## src/rtl/cowg_pkg.sv

```systemverilog
package cowg_pkg;

  localparam int WM_W   = 4;
  localparam int OM_W   = 2;
  localparam int CHAN_W = 2;

  localparam logic [CHAN_W-1:0] CHAN_A = 2'b00;

  typedef enum logic [1:0] {
    FAM_NONPWM = 2'd0,
    FAM_FAST   = 2'd1,
    FAM_DUAL   = 2'd2,
    FAM_RSVD   = 2'd3
  } wave_fam_e;

  typedef enum logic [1:0] {
    ACT_HOLD = 2'd0,
    ACT_CLR  = 2'd1,
    ACT_SET  = 2'd2,
    ACT_TOG  = 2'd3
  } pin_act_e;

  function automatic wave_fam_e classify(input logic [WM_W-1:0] wm);
    wave_fam_e f;
    case (wm)
      4'd0, 4'd4, 4'd12:                        f = FAM_NONPWM;
      4'd5, 4'd6, 4'd7, 4'd14, 4'd15:           f = FAM_FAST;
      4'd1, 4'd2, 4'd3, 4'd8, 4'd9, 4'd10, 4'd11: f = FAM_DUAL;
      default:                                  f = FAM_RSVD;
    endcase
    return f;
  endfunction

endpackage

```

## src/rtl/cowg_mode_decode.sv

```systemverilog
module cowg_mode_decode
  import cowg_pkg::*;
(
  input  logic [WM_W-1:0]   wave_mode,
  input  logic [OM_W-1:0]   out_mode,
  input  logic [CHAN_W-1:0] chan_sel,
  output wave_fam_e         fam,
  output logic              toggle_ok,
  output logic              override
);

  logic is_chan_a;

  always_comb begin
    fam       = classify(wave_mode);
    is_chan_a = (chan_sel == CHAN_A);
    unique case (fam)
      FAM_NONPWM: toggle_ok = 1'b1;
      FAM_FAST:   toggle_ok = is_chan_a && (wave_mode == 4'd15);
      FAM_DUAL:   toggle_ok = is_chan_a && ((wave_mode == 4'd9) || (wave_mode == 4'd11));
      default:    toggle_ok = 1'b0;
    endcase
    override = (out_mode != 2'b00) && !((out_mode == 2'b01) && !toggle_ok);
  end


  always_comb begin
    override_zero_chk: assert (!(override && (out_mode == 2'b00)));
  end

endmodule

```

## src/rtl/cowg_match_unit.sv

```systemverilog
module cowg_match_unit #(
  parameter int CNT_W = 16
) (
  input  logic             clk,
  input  logic             rst_n,
  input  logic             tick,
  input  logic [CNT_W-1:0] cnt_val,
  input  logic [CNT_W-1:0] cmp_val,
  output logic             hit,
  output logic             match_pulse
);

  logic pulse_d;
  logic pulse_q;

  always_comb begin
    hit     = (cnt_val == cmp_val);
    pulse_d = tick && hit;
  end

  always_ff @(posedge clk or negedge rst_n) begin
    if (!rst_n) pulse_q <= 1'b0;
    else        pulse_q <= pulse_d;
  end

  assign match_pulse = pulse_q;


  pulse_needs_tick_chk: assert property (@(posedge clk) disable iff (!rst_n)
    match_pulse |-> $past(tick));


  pulse_on_match_chk: assert property (@(posedge clk) disable iff (!rst_n)
    (tick && (cnt_val == cmp_val)) |=> match_pulse);

endmodule

```

## src/rtl/cowg_pin_ctrl.sv

```systemverilog
module cowg_pin_ctrl
  import cowg_pkg::*;
(
  input  logic            clk,
  input  logic            rst_n,
  input  logic            tick,
  input  logic            hit,
  input  logic            at_top,
  input  logic            at_bottom,
  input  logic            cnt_down,
  input  logic            force_cmp,
  input  logic [OM_W-1:0] out_mode,
  input  wave_fam_e       fam,
  input  logic            toggle_ok,
  output logic            pin_level
);

  pin_act_e act;
  logic     match_live;
  logic     pin_d;
  logic     pin_en;
  logic     pin_q;

  // next-state: pick one action per cycle
  always_comb begin
    act        = ACT_HOLD;
    match_live = hit && !(out_mode[1] && at_top);
    unique case (fam)
      FAM_NONPWM: begin
        if (force_cmp || (tick && hit)) begin
          case (out_mode)
            2'b01:   act = ACT_TOG;
            2'b10:   act = ACT_CLR;
            2'b11:   act = ACT_SET;
            default: act = ACT_HOLD;
          endcase
        end
      end
      FAM_FAST: begin
        if (tick) begin
          if (match_live) begin
            case (out_mode)
              2'b01:   act = toggle_ok ? ACT_TOG : ACT_HOLD;
              2'b10:   act = ACT_CLR;
              2'b11:   act = ACT_SET;
              default: act = ACT_HOLD;
            endcase
          end else if (at_bottom) begin
            case (out_mode)
              2'b10:   act = ACT_SET;
              2'b11:   act = ACT_CLR;
              default: act = ACT_HOLD;
            endcase
          end
        end
      end
      FAM_DUAL: begin
        if (tick && hit) begin
          case (out_mode)
            2'b01:   act = toggle_ok ? ACT_TOG : ACT_HOLD;
            2'b10:   act = cnt_down ? ACT_SET : ACT_CLR;
            2'b11:   act = cnt_down ? ACT_CLR : ACT_SET;
            default: act = ACT_HOLD;
          endcase
        end
      end
      default: act = ACT_HOLD;
    endcase

    pin_en = (act != ACT_HOLD);
    unique case (act)
      ACT_CLR: pin_d = 1'b0;
      ACT_SET: pin_d = 1'b1;
      ACT_TOG: pin_d = !pin_q;
      default: pin_d = pin_q;
    endcase
  end

  always_ff @(posedge clk or negedge rst_n) begin
    if (!rst_n)      pin_q <= 1'b0;
    else if (pin_en) pin_q <= pin_d;
  end

  assign pin_level = pin_q;


  idle_hold_chk: assert property (@(posedge clk) disable iff (!rst_n)
    (!tick && !(force_cmp && (fam == FAM_NONPWM))) |=> $stable(pin_level));


  pwm_force_ignored_chk: assert property (@(posedge clk) disable iff (!rst_n)
    (!tick && force_cmp && (fam != FAM_NONPWM)) |=> $stable(pin_level));


  nonpwm_set_chk: assert property (@(posedge clk) disable iff (!rst_n)
    ((fam == FAM_NONPWM) && (out_mode == 2'b11) && (force_cmp || (tick && hit))) |=> pin_level);


  top_match_ignored_chk: assert property (@(posedge clk) disable iff (!rst_n)
    ((fam == FAM_FAST) && out_mode[1] && tick && hit && at_top && !at_bottom)
      |=> $stable(pin_level));


  dual_down_set_chk: assert property (@(posedge clk) disable iff (!rst_n)
    ((fam == FAM_DUAL) && (out_mode == 2'b10) && tick && hit && cnt_down) |=> pin_level);

endmodule

```

## src/rtl/cmp_wavegen.sv

```systemverilog
module cmp_wavegen
  import cowg_pkg::*;
#(
  parameter int CNT_W = 16
) (
  input  logic             clk,
  input  logic             rst_n,
  input  logic             tick,
  input  logic [CNT_W-1:0] cnt_val,
  input  logic             cnt_down,
  input  logic             at_top,
  input  logic             at_bottom,
  input  logic [CNT_W-1:0] cmp_val,
  input  logic [1:0]       out_mode,
  input  logic [3:0]       wave_mode,
  input  logic [1:0]       chan_sel,
  input  logic             force_cmp,
  output logic             pin_level,
  output logic             pin_override,
  output logic             match_pulse
);

  logic      rst_meta_q;
  logic      rst_sync_q;
  wave_fam_e fam;
  logic      toggle_ok;
  logic      hit;

  // asynchronous assert, synchronous release
  always_ff @(posedge clk or negedge rst_n) begin
    if (!rst_n) begin
      rst_meta_q <= 1'b0;
      rst_sync_q <= 1'b0;
    end else begin
      rst_meta_q <= 1'b1;
      rst_sync_q <= rst_meta_q;
    end
  end

  cowg_mode_decode u_decode (
    .wave_mode (wave_mode),
    .out_mode  (out_mode),
    .chan_sel  (chan_sel),
    .fam       (fam),
    .toggle_ok (toggle_ok),
    .override  (pin_override)
  );

  cowg_match_unit #(.CNT_W(CNT_W)) u_match (
    .clk         (clk),
    .rst_n       (rst_sync_q),
    .tick        (tick),
    .cnt_val     (cnt_val),
    .cmp_val     (cmp_val),
    .hit         (hit),
    .match_pulse (match_pulse)
  );

  cowg_pin_ctrl u_pin (
    .clk       (clk),
    .rst_n     (rst_sync_q),
    .tick      (tick),
    .hit       (hit),
    .at_top    (at_top),
    .at_bottom (at_bottom),
    .cnt_down  (cnt_down),
    .force_cmp (force_cmp),
    .out_mode  (out_mode),
    .fam       (fam),
    .toggle_ok (toggle_ok),
    .pin_level (pin_level)
  );


  reset_level_chk: assert property (@(posedge clk)
    !rst_sync_q |-> (!pin_level && !match_pulse));

endmodule

```

## config.mk

```make
export PLATFORM = sky130hd
export DESIGN_NAME = cmp_wavegen
export DESIGN_NICKNAME = d
export VERILOG_FILES = /design/src/rtl/cowg_pkg.sv /design/src/rtl/cowg_mode_decode.sv /design/src/rtl/cowg_match_unit.sv /design/src/rtl/cowg_pin_ctrl.sv /design/src/rtl/cmp_wavegen.sv
export SDC_FILE = /design/constraint.sdc
export NUM_CORES = 1
export LEC_CHECK = 0
export BUFFER_PORTS_ARGS = -buffer_cell sky130_fd_sc_hd__buf_2
export CAP_MARGIN = 5
export CORE_MARGIN = 4
export CORE_UTILIZATION = 36
export DETAILED_ROUTE_END_ITERATION = 8
export PLACE_DENSITY = 0.77
export SYNTH_ARGS = -nofsm -noshare
export SYNTH_HDL_FRONTEND = slang
export SYNTH_HIERARCHICAL = 1
export SYNTH_SLANG_ARGS = --single-unit
```

## constraint.sdc

```tcl
create_clock -name clk -period 1.45 [get_ports clk]
set_clock_uncertainty 0.1 [all_clocks]
set_input_delay 0.145 -clock clk [delete_from_list [all_inputs] [get_ports clk]]
set_output_delay 0.145 -clock clk [all_outputs]
set_load 0.005 [all_outputs]
```

==> impl_metrics.csv, run 1 <==
group,metric,value,unit
status,outcome,"finished, violations left",
status,violations,"setup timing",
power_and_ir_drop,power_leakage,0.000558,uW
route,avgRoutedWirePerCell,11.5,microns
sta,setup_ws,-538,ps
yosys,async_flop_share,100,%
layout,drive_above_1_share,51.0,%
sta,finalCritPeriodShare,137,%
power_and_ir_drop,power,553,uW
die,die-area,2620,sq um
yosys,synthTopCellsByCount,"xnor2_1, ha_1, a21oi_1, inv_1, nor2_1",
min_path,hold_path_class,"in -> reg",
sta,hold_viol_final,0,
yosys,yosysWarnings,6,
grt,grt_pass1_wl,3410,microns
sta,drv_slew,0,
die,die_h,51.2,microns
place,gp_congestion,0.791,
layout,final_core_util,65.9,%
yosys,synth-edff-count,0,
die,initial_core_util,38.4,%
place,place_area,1070,sq um
yosys,postSynthCellCount,81,
yosys,ys.flop_type,"dfrtp_1",
grt,grt.overflow.total,0,
setup_path,crit_path_max_fanout,4,
grt,antenna_found_initial,0,
layout,final_nets,206,
setup_path,worstPathRequired,1480,ps
die,coreArea,1750,sq um
min_path,hold_start,"tick",
layout,fillers,157,
route,ant_nets,0,
route,viasPerCell,4.79,
yosys,synth_top_area_share,20.9,%
yosys,synth_fp_nets,136,
flow_run,drv_cap,0,
place,dp_hpwl,1700,microns
yosys,syn_area_per_cell,8.28,sq um
clock_tree,clk_pin_slew,40,ps
setup_path,crit_path_top_delay_cell,"a221o_1",
yosys,synth_area_leader_cell,"xnor2_1",
sta,setup_viol,2,
setup_path,path_cells,"buf_8 > o21ai_4 > a21o_1 > ha_4 > and3b_1 > o211ai_1 > a21oi_1 > a21oi_1 > o32ai_1 > a221o_1 > a32o_1",
setup_path,arrival,2010,ps
layout,insertedDiodeCount,0,
grt,track_usage,17.0,%
clock_tree,cts-root-buf,"clkbuf_4",
grt,grt_max_degree,7,
sta,finalCriticalPeriod,1990,ps
setup_path,path_buf_inv,1,
place,placedCellCount,169,
sta,max_freq,503,MHz
power_and_ir_drop,ir_drop,0.000542,V
die,rows,15,
clock_tree,cts_buffers,3,
setup_path,cp_common_cell,"a21oi_1",
clock_tree,cts_setup_buffers,0,
setup_path,cp-end-kind,"register",
route,wl,1990,microns
sta,setup_tns,-883,ps
die,die_w,51.2,microns
grt,grt_pass1_vias,889,
setup_path,crit_family,"compound AO/OA/AOI/OAI gates",
layout,final_cells,174,
power_and_ir_drop,powerDensity,481,nW/um^2
clock_tree,cts_tree,"done",
clock_tree,insertion_delay,240,ps
layout,final_cell_area,1150,sq um
yosys,synth_most_common_cell,"xnor2_1",
yosys,syn_area,671,sq um
setup_path,r2r-start,"u_pin/pin_level$_DFFE_PN0P_",
yosys,ys_ff_latch,4,
setup_path,startpoint,"wave_mode[1]",
setup_path,start_kind,"primary input",
layout,area_growth,71.5,%
route,drc,0,
setup_path,critPathKind,"in -> reg",
clock_tree,cts_buffer_depth,2,
place,numPortBuffers,49,
clock_tree,numClockSinks,4,
sta,rsz0062_at_grt,"true",
die,io_pins,50,
route,via_count,834,
yosys,synth.distinct_cells,31,
route,dr.pass1.iters,4,
route,drt-initial-drc-count,6,
setup_path,max_stage_delay,300,ps
yosys,synth_area_leaders,"xnor2_1, dfrtp_1, ha_1",
yosys,seq_area_frac_synth,14.9,%
clock_tree,h-tree-depth,1,
==> path summary, 6_finish.rpt <==
kind	depth (start not counted)	endpoint	slack, ps
min	2	u_match/match_pulse$_DFF_PN0_	80
min in group asynchronous	2	rst_sync_q$_DFF_PN0_	120
min reg2reg	0	rst_sync_q$_DFF_PN0_	250
max reg2reg	2	u_pin/pin_level$_DFFE_PN0P_	620
max in group asynchronous	1	u_pin/pin_level$_DFFE_PN0P_	680
max	11	u_pin/pin_level$_DFFE_PN0P_	-540
==> metrics by stage <==
| stage | setup WS, ps | hold slack, ps |
|---|---|---|
| floorplan | -585 | -251 |
| global placement | -756 | -168 |
| CTS | -516 | 66.5 |
| global route | -648 | 76.6 |
| detailed placement | -806 | -168 |
| finish | -538 | 76.1 |
==> worst reg2reg max path, delay by kind of cell, from the launching register on <==
kind	cells	cell delay, ps
flops	1	360
compound gates	2	250
==> power breakdown <==
group          internal, uW  total, uW  switching [uW]
logic                   162        280             118
clock network          92.7        140            47.5
registers               125        133            8.27
total                   380        553             174
==> flip-flops by register name (all words and copies together), names as in the netlist <==
| name | count |
|---|---|
| u_match/match_pulse | 1 |
| rst_sync_q | 1 |
| rst_meta_q | 1 |
| u_pin/pin_level | 1 |
==> metal layers <==
| metal | routed length (microns) | share of wire (%) | up-vias | GRT usage, % |
|---|---|---|---|---|
| li1 | - | - | 426 | - |
| met1 | 683 | 34 | 363 | 16.1 |
| met2 | 1090 | 55 | 43 | 33.5 |
| met3 | 196 | 9.8 | 2 | 6.41 |
| met4 | 19 | 0.95 | 0 | 4.04 |
| met5 | 0 | 0 | - | 0 |
==> cell type report <==
type                            count  area (sq um)  area share [%]
Tap cell                           25          31.3            2.72
Sequential cell                     4           100            8.71
Inverter                            6          22.5            1.96
Multi-Input combinational cell     71           587            51.0
Timing Repair Buffer               65           387            33.6
Clock buffer                        3          22.5            1.96
==> cells in the final DEF (no fill, tap or decap), types with 4 or more instances in the layout <==
cell type | netlist | routed
nand4_1 | 4 | 4
nand2_1 | 4 | 4
dfrtp_1 | 4 | 4
xnor2_1 | 16 | 16
buf_2 | 0 | 47
inv_1 | 6 | 5
buf_4 | 0 | 14
a21oi_1 | 6 | 6
ha_1 | 8 | 7
==> cells by family after synthesis <==
logic type / share of synthesized area [%]
muxes: 2.99
xor gates and xnor gates: 20.9
and+or+nand+nor: 21.6
other: 0.559
adders and majority gates: 14.9
DFF: 14.9
AOI/OAI and AO/OA: 20.7
buffers and inverters: 3.36
==> timing repair <==
item,4_1_cts,5_1_grt
hold buffers,2,0
pin swaps,4,0
gates resized for setup,6,3
hold endpoints to repair,4,0
setup endpoints to repair,2,2
Power figures use the tool's default switching activity.
==> run 2, diff against run 1 <==
--- a/config.mk
+++ b/config.mk
@@ -8,9 +8,9 @@
 export BUFFER_PORTS_ARGS = -buffer_cell sky130_fd_sc_hd__buf_2
 export CAP_MARGIN = 5
 export CORE_MARGIN = 4
-export CORE_UTILIZATION = 36
+export CORE_UTILIZATION = 42
 export DETAILED_ROUTE_END_ITERATION = 8
-export PLACE_DENSITY = 0.77
+export PLACE_DENSITY = 0.84
 export SYNTH_ARGS = -nofsm -noshare
 export SYNTH_HDL_FRONTEND = slang
 export SYNTH_HIERARCHICAL = 1
==> constraint.sdc (replaced) <==
create_clock -name clk -period 2.4 [get_ports clk]
set_clock_uncertainty 0.1 [all_clocks]
set_input_delay 0.24 -clock clk [delete_from_list [all_inputs] [get_ports clk]]
set_output_delay 0.24 -clock clk [all_outputs]
set_load 0.005 [all_outputs]
==> impl_metrics.csv, run 2 (synthesis gave the netlist of run 1 again) <==
group,metric,value,unit
setup_path,cp-end-kind,"register",
setup_path,crit_path_top_delay_cell,"ha_1",
sta,finalCriticalPeriod,2230,ps
sta,max_freq,449,MHz
setup_path,r2r_slack,1580,ps
clock_tree,h-tree-depth,1,
min_path,hold_path_class,"in -> reg",
route,via_count,810,
sta,finalCritPeriodShare,92.9,%
setup_path,worstPathRequired,2430,ps
die,coreArea,1510,sq um
place,dp_hpwl,1690,microns
layout,final_nets,194,
sta,drv_slew,0,
setup_path,max_stage_delay,290,ps
grt,grt_pass1_vias,782,
place,numPortBuffers,49,
die,rows,14,
sta,rsz0062_at_grt,"false",
setup_path,path_cells,"buf_2 > nor2_1 > nor2_1 > a21o_1 > ha_1 > nor4b_2 > o211ai_1 > a21oi_1 > nand2_1 > a211oi_1 > a21oi_1 > a32o_1",
grt,track_usage,17.3,%
route,ant_nets,0,
sta,setup_viol,0,
clock_tree,numClockSinks,4,
layout,area_growth,48.1,%
layout,final_cell_area,993,sq um
die,die-area,2300,sq um
setup_path,startpoint,"wave_mode[1]",
route,wl,1920,microns
clock_tree,cts_buffers,3,
power_and_ir_drop,ir_drop,0.000249,V
route,avgRoutedWirePerCell,12.5,microns
place,place_area,951,sq um
grt,antenna_found_initial,0,
power_and_ir_drop,powerDensity,318,nW/um^2
setup_path,crit_path_max_fanout,4,
grt,grt.overflow.total,0,
clock_tree,clk_pin_slew,40,ps
route,dr.pass1.iters,4,
sta,hold_viol_final,0,
setup_path,r2r-start,"u_pin/pin_level$_DFFE_PN0P_",
die,die_w,48.0,microns
sta,slew_headroom,64.0,%
setup_path,crit_end,"u_pin/pin_level$_DFFE_PN0P_",
status,outcome,"finished clean",
setup_path,arrival,2260,ps
layout,insertedDiodeCount,0,
route,drt-initial-drc-count,15,
grt,grt_max_degree,8,
layout,final_cell_mix,"buf_2, xnor2_1, ha_1",
clock_tree,cts_tree,"done",
die,die_h,48.0,microns
die,io_pins,50,
power_and_ir_drop,power_leakage,0.000491,uW
clock_tree,cts_buffer_depth,2,
setup_path,critPathKind,"in -> reg",
setup_path,reg2regPathDepth,2,
layout,drive_above_1_share,42.3,%
die,initial_core_util,44.5,%
layout,layout_commonest_cell,"buf_2",
grt,grt_pass1_wl,2820,microns
setup_path,r2r-end,"u_pin/pin_level$_DFFE_PN0P_",
flow_run,drv_cap,0,
place,gp_congestion,0.808,
clock_tree,cts-root-buf,"clkbuf_4",
route,viasPerCell,5.29,
clock_tree,insertion_delay,240,ps
route,drc,0,
layout,final_core_util,65.9,%
setup_path,start_kind,"primary input",
sta,worst_pin_slew,536,ps
==> run 2: worst max-delay path, delay by kind of cell <==
kind	cells	cell delay, ps
fa+ha+maj	1	290
compound gates	6	1120
buf+inv	1	120
simple gates	4	500
==> run 2: final cells by class <==
class | instances | area, sq um
clock buffer | 3 | 22.5
fill | 124 | 513
inverter | 6 | 22.5
multi-input combinational | 71 | 548
sequential | 4 | 100
tap | 16 | 20.0
timing repair buffer | 53 | 280
==> run 2: where the power goes <==
| part | switching (uW) | internal [uW] | total, uW |
|---|---|---|---|
| sequential | 4.82 | 75.5 | 80.3 |
| combinational | 64.0 | 79.9 | 144 |
| clock | 35.4 | 56.5 | 91.9 |
==> run 2: repair_timing <==
item,CTS,global route
endpoints found under the setup margin,0,1
gates resized for setup,0,1
endpoints found under the hold margin,4,0
buffers inserted,0,0
hold buffers,2,0
==> run 2: how the worst min path moves through the flow <==
stage | cells past startpoint | to | slack (ps) | from
after floorplan | 0 | rst_meta_q$_DFF_PN0_ | -160 | rst_n
after global placement | 0 | u_match/match_pulse$_DFF_PN0_ | -80 | rst_sync_q$_DFF_PN0_
after detailed placement | 0 | u_match/match_pulse$_DFF_PN0_ | -80 | rst_sync_q$_DFF_PN0_
after CTS | 2 | u_match/match_pulse$_DFF_PN0_ | 160 | tick
after global routing | 2 | u_match/match_pulse$_DFF_PN0_ | 160 | tick
final | 2 | u_match/match_pulse$_DFF_PN0_ | 150 | tick
==> run 2: through the flow <==
stage	total power, uW	hold slack, ps	worst slack, ps	setup TNS, ps	std cells
finish	316	151	171	0	153
detailed placement	223	-77.3	-132	-132	148
global placement	216	-78.3	59.4	0	148
floorplan	151	-156	180	0	81
global route	334	160	15.8	0	153
CTS	312	157	113	0	153
==> run 2: metal layers <==
layer  wire length [microns]  vias to the layer above  track usage (%)
met5                       0                        -                0
met4                      63                        0             6.45
met3                     249                        6             4.51
met2                     928                       58             33.8
met1                     676                      342             17.0
li1                        -                      404                -
==> run 3, diff against run 2 <==
--- a/config.mk
+++ b/config.mk
@@ -7,10 +7,13 @@
 export LEC_CHECK = 0
 export BUFFER_PORTS_ARGS = -buffer_cell sky130_fd_sc_hd__buf_2
 export CAP_MARGIN = 5
+export CELL_PAD_IN_SITES_DETAIL_PLACEMENT = 1
+export CELL_PAD_IN_SITES_GLOBAL_PLACEMENT = 2
+export CORE_ASPECT_RATIO = 0.7
 export CORE_MARGIN = 4
-export CORE_UTILIZATION = 42
+export CORE_UTILIZATION = 21
 export DETAILED_ROUTE_END_ITERATION = 8
-export PLACE_DENSITY = 0.84
+export PLACE_DENSITY = 0.83
 export SYNTH_ARGS = -nofsm -noshare
 export SYNTH_HDL_FRONTEND = slang
 export SYNTH_HIERARCHICAL = 1
==> impl_metrics.csv, run 3 (synthesis gave the netlist of run 1 again) <==
group,metric,value,unit
sta,finalCriticalPeriod,2300,ps
clock_tree,numClockSinks,4,
setup_path,r2r_slack,1580,ps
setup_path,worstPathRequired,2410,ps
route,dr.pass1.iters,2,
route,avgRoutedWirePerCell,13.6,microns
clock_tree,cts-root-buf,"clkbuf_8",
place,gp_congestion,0.797,
clock_tree,cts_buffers,3,
setup_path,r2r-end,"u_pin/pin_level$_DFFE_PN0P_",
die,initial_core_util,22.9,%
die,die_h,55.3,microns
route,drc,0,
route,ant_nets,0,
route,drt-initial-drc-count,11,
sta,setup_viol,0,
setup_path,reg2regPathDepth,2,
die,die_w,75.5,microns
place,placedCellCount,169,
grt,track_usage,11.8,%
sta,fin_hold_ws,192,ps
setup_path,crit_end,"u_pin/pin_level$_DFFE_PN0P_",
sta,finalCritPeriodShare,95.9,%
route,viasPerCell,4.69,
status,outcome,"finished clean",
grt,grt_pass1_wl,3750,microns
die,die-area,4180,sq um
clock_tree,insertion_delay,220,ps
clock_tree,h-tree-depth,1,
layout,drive_above_1_share,44.6,%
clock_tree,cts_buffer_depth,2,
layout,final_cells,176,
route,via_count,825,
grt,grt_pass1_vias,902,
setup_path,crit_path_top_delay_cell,"a221o_1",
grt,antenna_found_initial,1,
grt,grt_max_degree,8,
die,io_pins,50,
layout,final_cell_mix,"buf_2, xnor2_1, ha_1",
die,rows,16,
route,wl,2400,microns
clock_tree,cts_tree,"done",
layout,final_nets,196,
grt,grt.overflow.total,0,
clock_tree,clk_pin_slew,30,ps
setup_path,arrival,2310,ps
flow_run,drv_cap,0,
setup_path,startpoint,"wave_mode[1]",
setup_path,path_cells,"buf_2 > o21ai_0 > a21o_1 > ha_1 > and3b_1 > o211ai_1 > a21oi_2 > a21oi_1 > o32ai_2 > a221o_1 > a32o_1",
layout,layout_commonest_cell,"buf_2",
place,numPortBuffers,49,
setup_path,critPathKind,"in -> reg",
power_and_ir_drop,ir_drop,0.000126,V
layout,final_core_util,36.5,%
setup_path,r2r-start,"u_pin/pin_level$_DFFE_PN0P_",
power_and_ir_drop,power_leakage,0.000510,uW
sta,drv_slew,0,
setup_path,crit_path_max_fanout,4,
min_path,hold_path_class,"in -> reg",
power_and_ir_drop,power,376,uW
place,dp_hpwl,2010,microns
layout,area_growth,59.0,%
setup_path,cp-end-kind,"register",
sta,hold_viol_final,0,
setup_path,max_stage_delay,300,ps
setup_path,start_kind,"primary input",
die,coreArea,2920,sq um
power_and_ir_drop,powerDensity,353,nW/um^2
sta,max_freq,434,MHz
## run 3: worst min path at each step
stage                    startpoint                            end  cells after the start
5_1_grt                        tick  u_match/match_pulse$_DFF_PN0_                      2
3_3_place_gp   rst_sync_q$_DFF_PN0_  u_match/match_pulse$_DFF_PN0_                      0
2_1_floorplan                 rst_n           rst_meta_q$_DFF_PN0_                      0
4_1_cts                        tick  u_match/match_pulse$_DFF_PN0_                      2
6_report                       tick  u_match/match_pulse$_DFF_PN0_                      2
3_5_place_dp   rst_sync_q$_DFF_PN0_  u_match/match_pulse$_DFF_PN0_                      0
## run 3: layout make-up
type	instances	area, sq um
timing repair buffer	55	295
sequential	4	100
multi-input combinational	71	559
tap	36	45.0
fill	371	1860
antenna	1	2.50
inverter	6	22.5
clock buffer	3	41.3
## run 3: worst max-delay path: cells and delay by family
family | cells | cell delay, ps
AO/OA/AOI/OAI | 8 | 1630
AND/OR/NAND/NOR | 1 | 180
adder cells (fa/ha/maj) | 1 | 160
buffers and inverters | 1 | 120
## run 3: per-layer routing
| layer | global-route usage (%) | vias up | wire, microns |
|---|---|---|---|
| met1 | 12.7 | 362 | 964 |
| met3 | 4.17 | 9 | 255 |
| met2 | 18.5 | 46 | 1080 |
| li1 | - | 408 | - |
| met4 | 8.98 | 0 | 102 |
| met5 | 0 | - | 0 |
## run 3: power by group
group	switching, uW	leakage [uW]	internal (uW)
logic	68.2	0.000439	80.9
registers	4.65	0.0000500	75.7
clock network	39.3	0.0000216	107
## run 3: through the flow
stage               setup slack, ps  TNS, ps  area [sq um]
floorplan                       180        0           671
global placement               15.3        0           983
detailed placement             -117     -117           983
CTS                            82.2        0          1040
global route                  -1.58    -1.58          1070
finish                         98.5        0          1070
## run 3: timing repair
action                                  4_1_cts  5_1_grt
resized for setup                             0        2
setup buffers                                 0        1
endpoints found under the hold margin         4        0
hold buffers                                  2        0
endpoints found under the setup margin        0        1
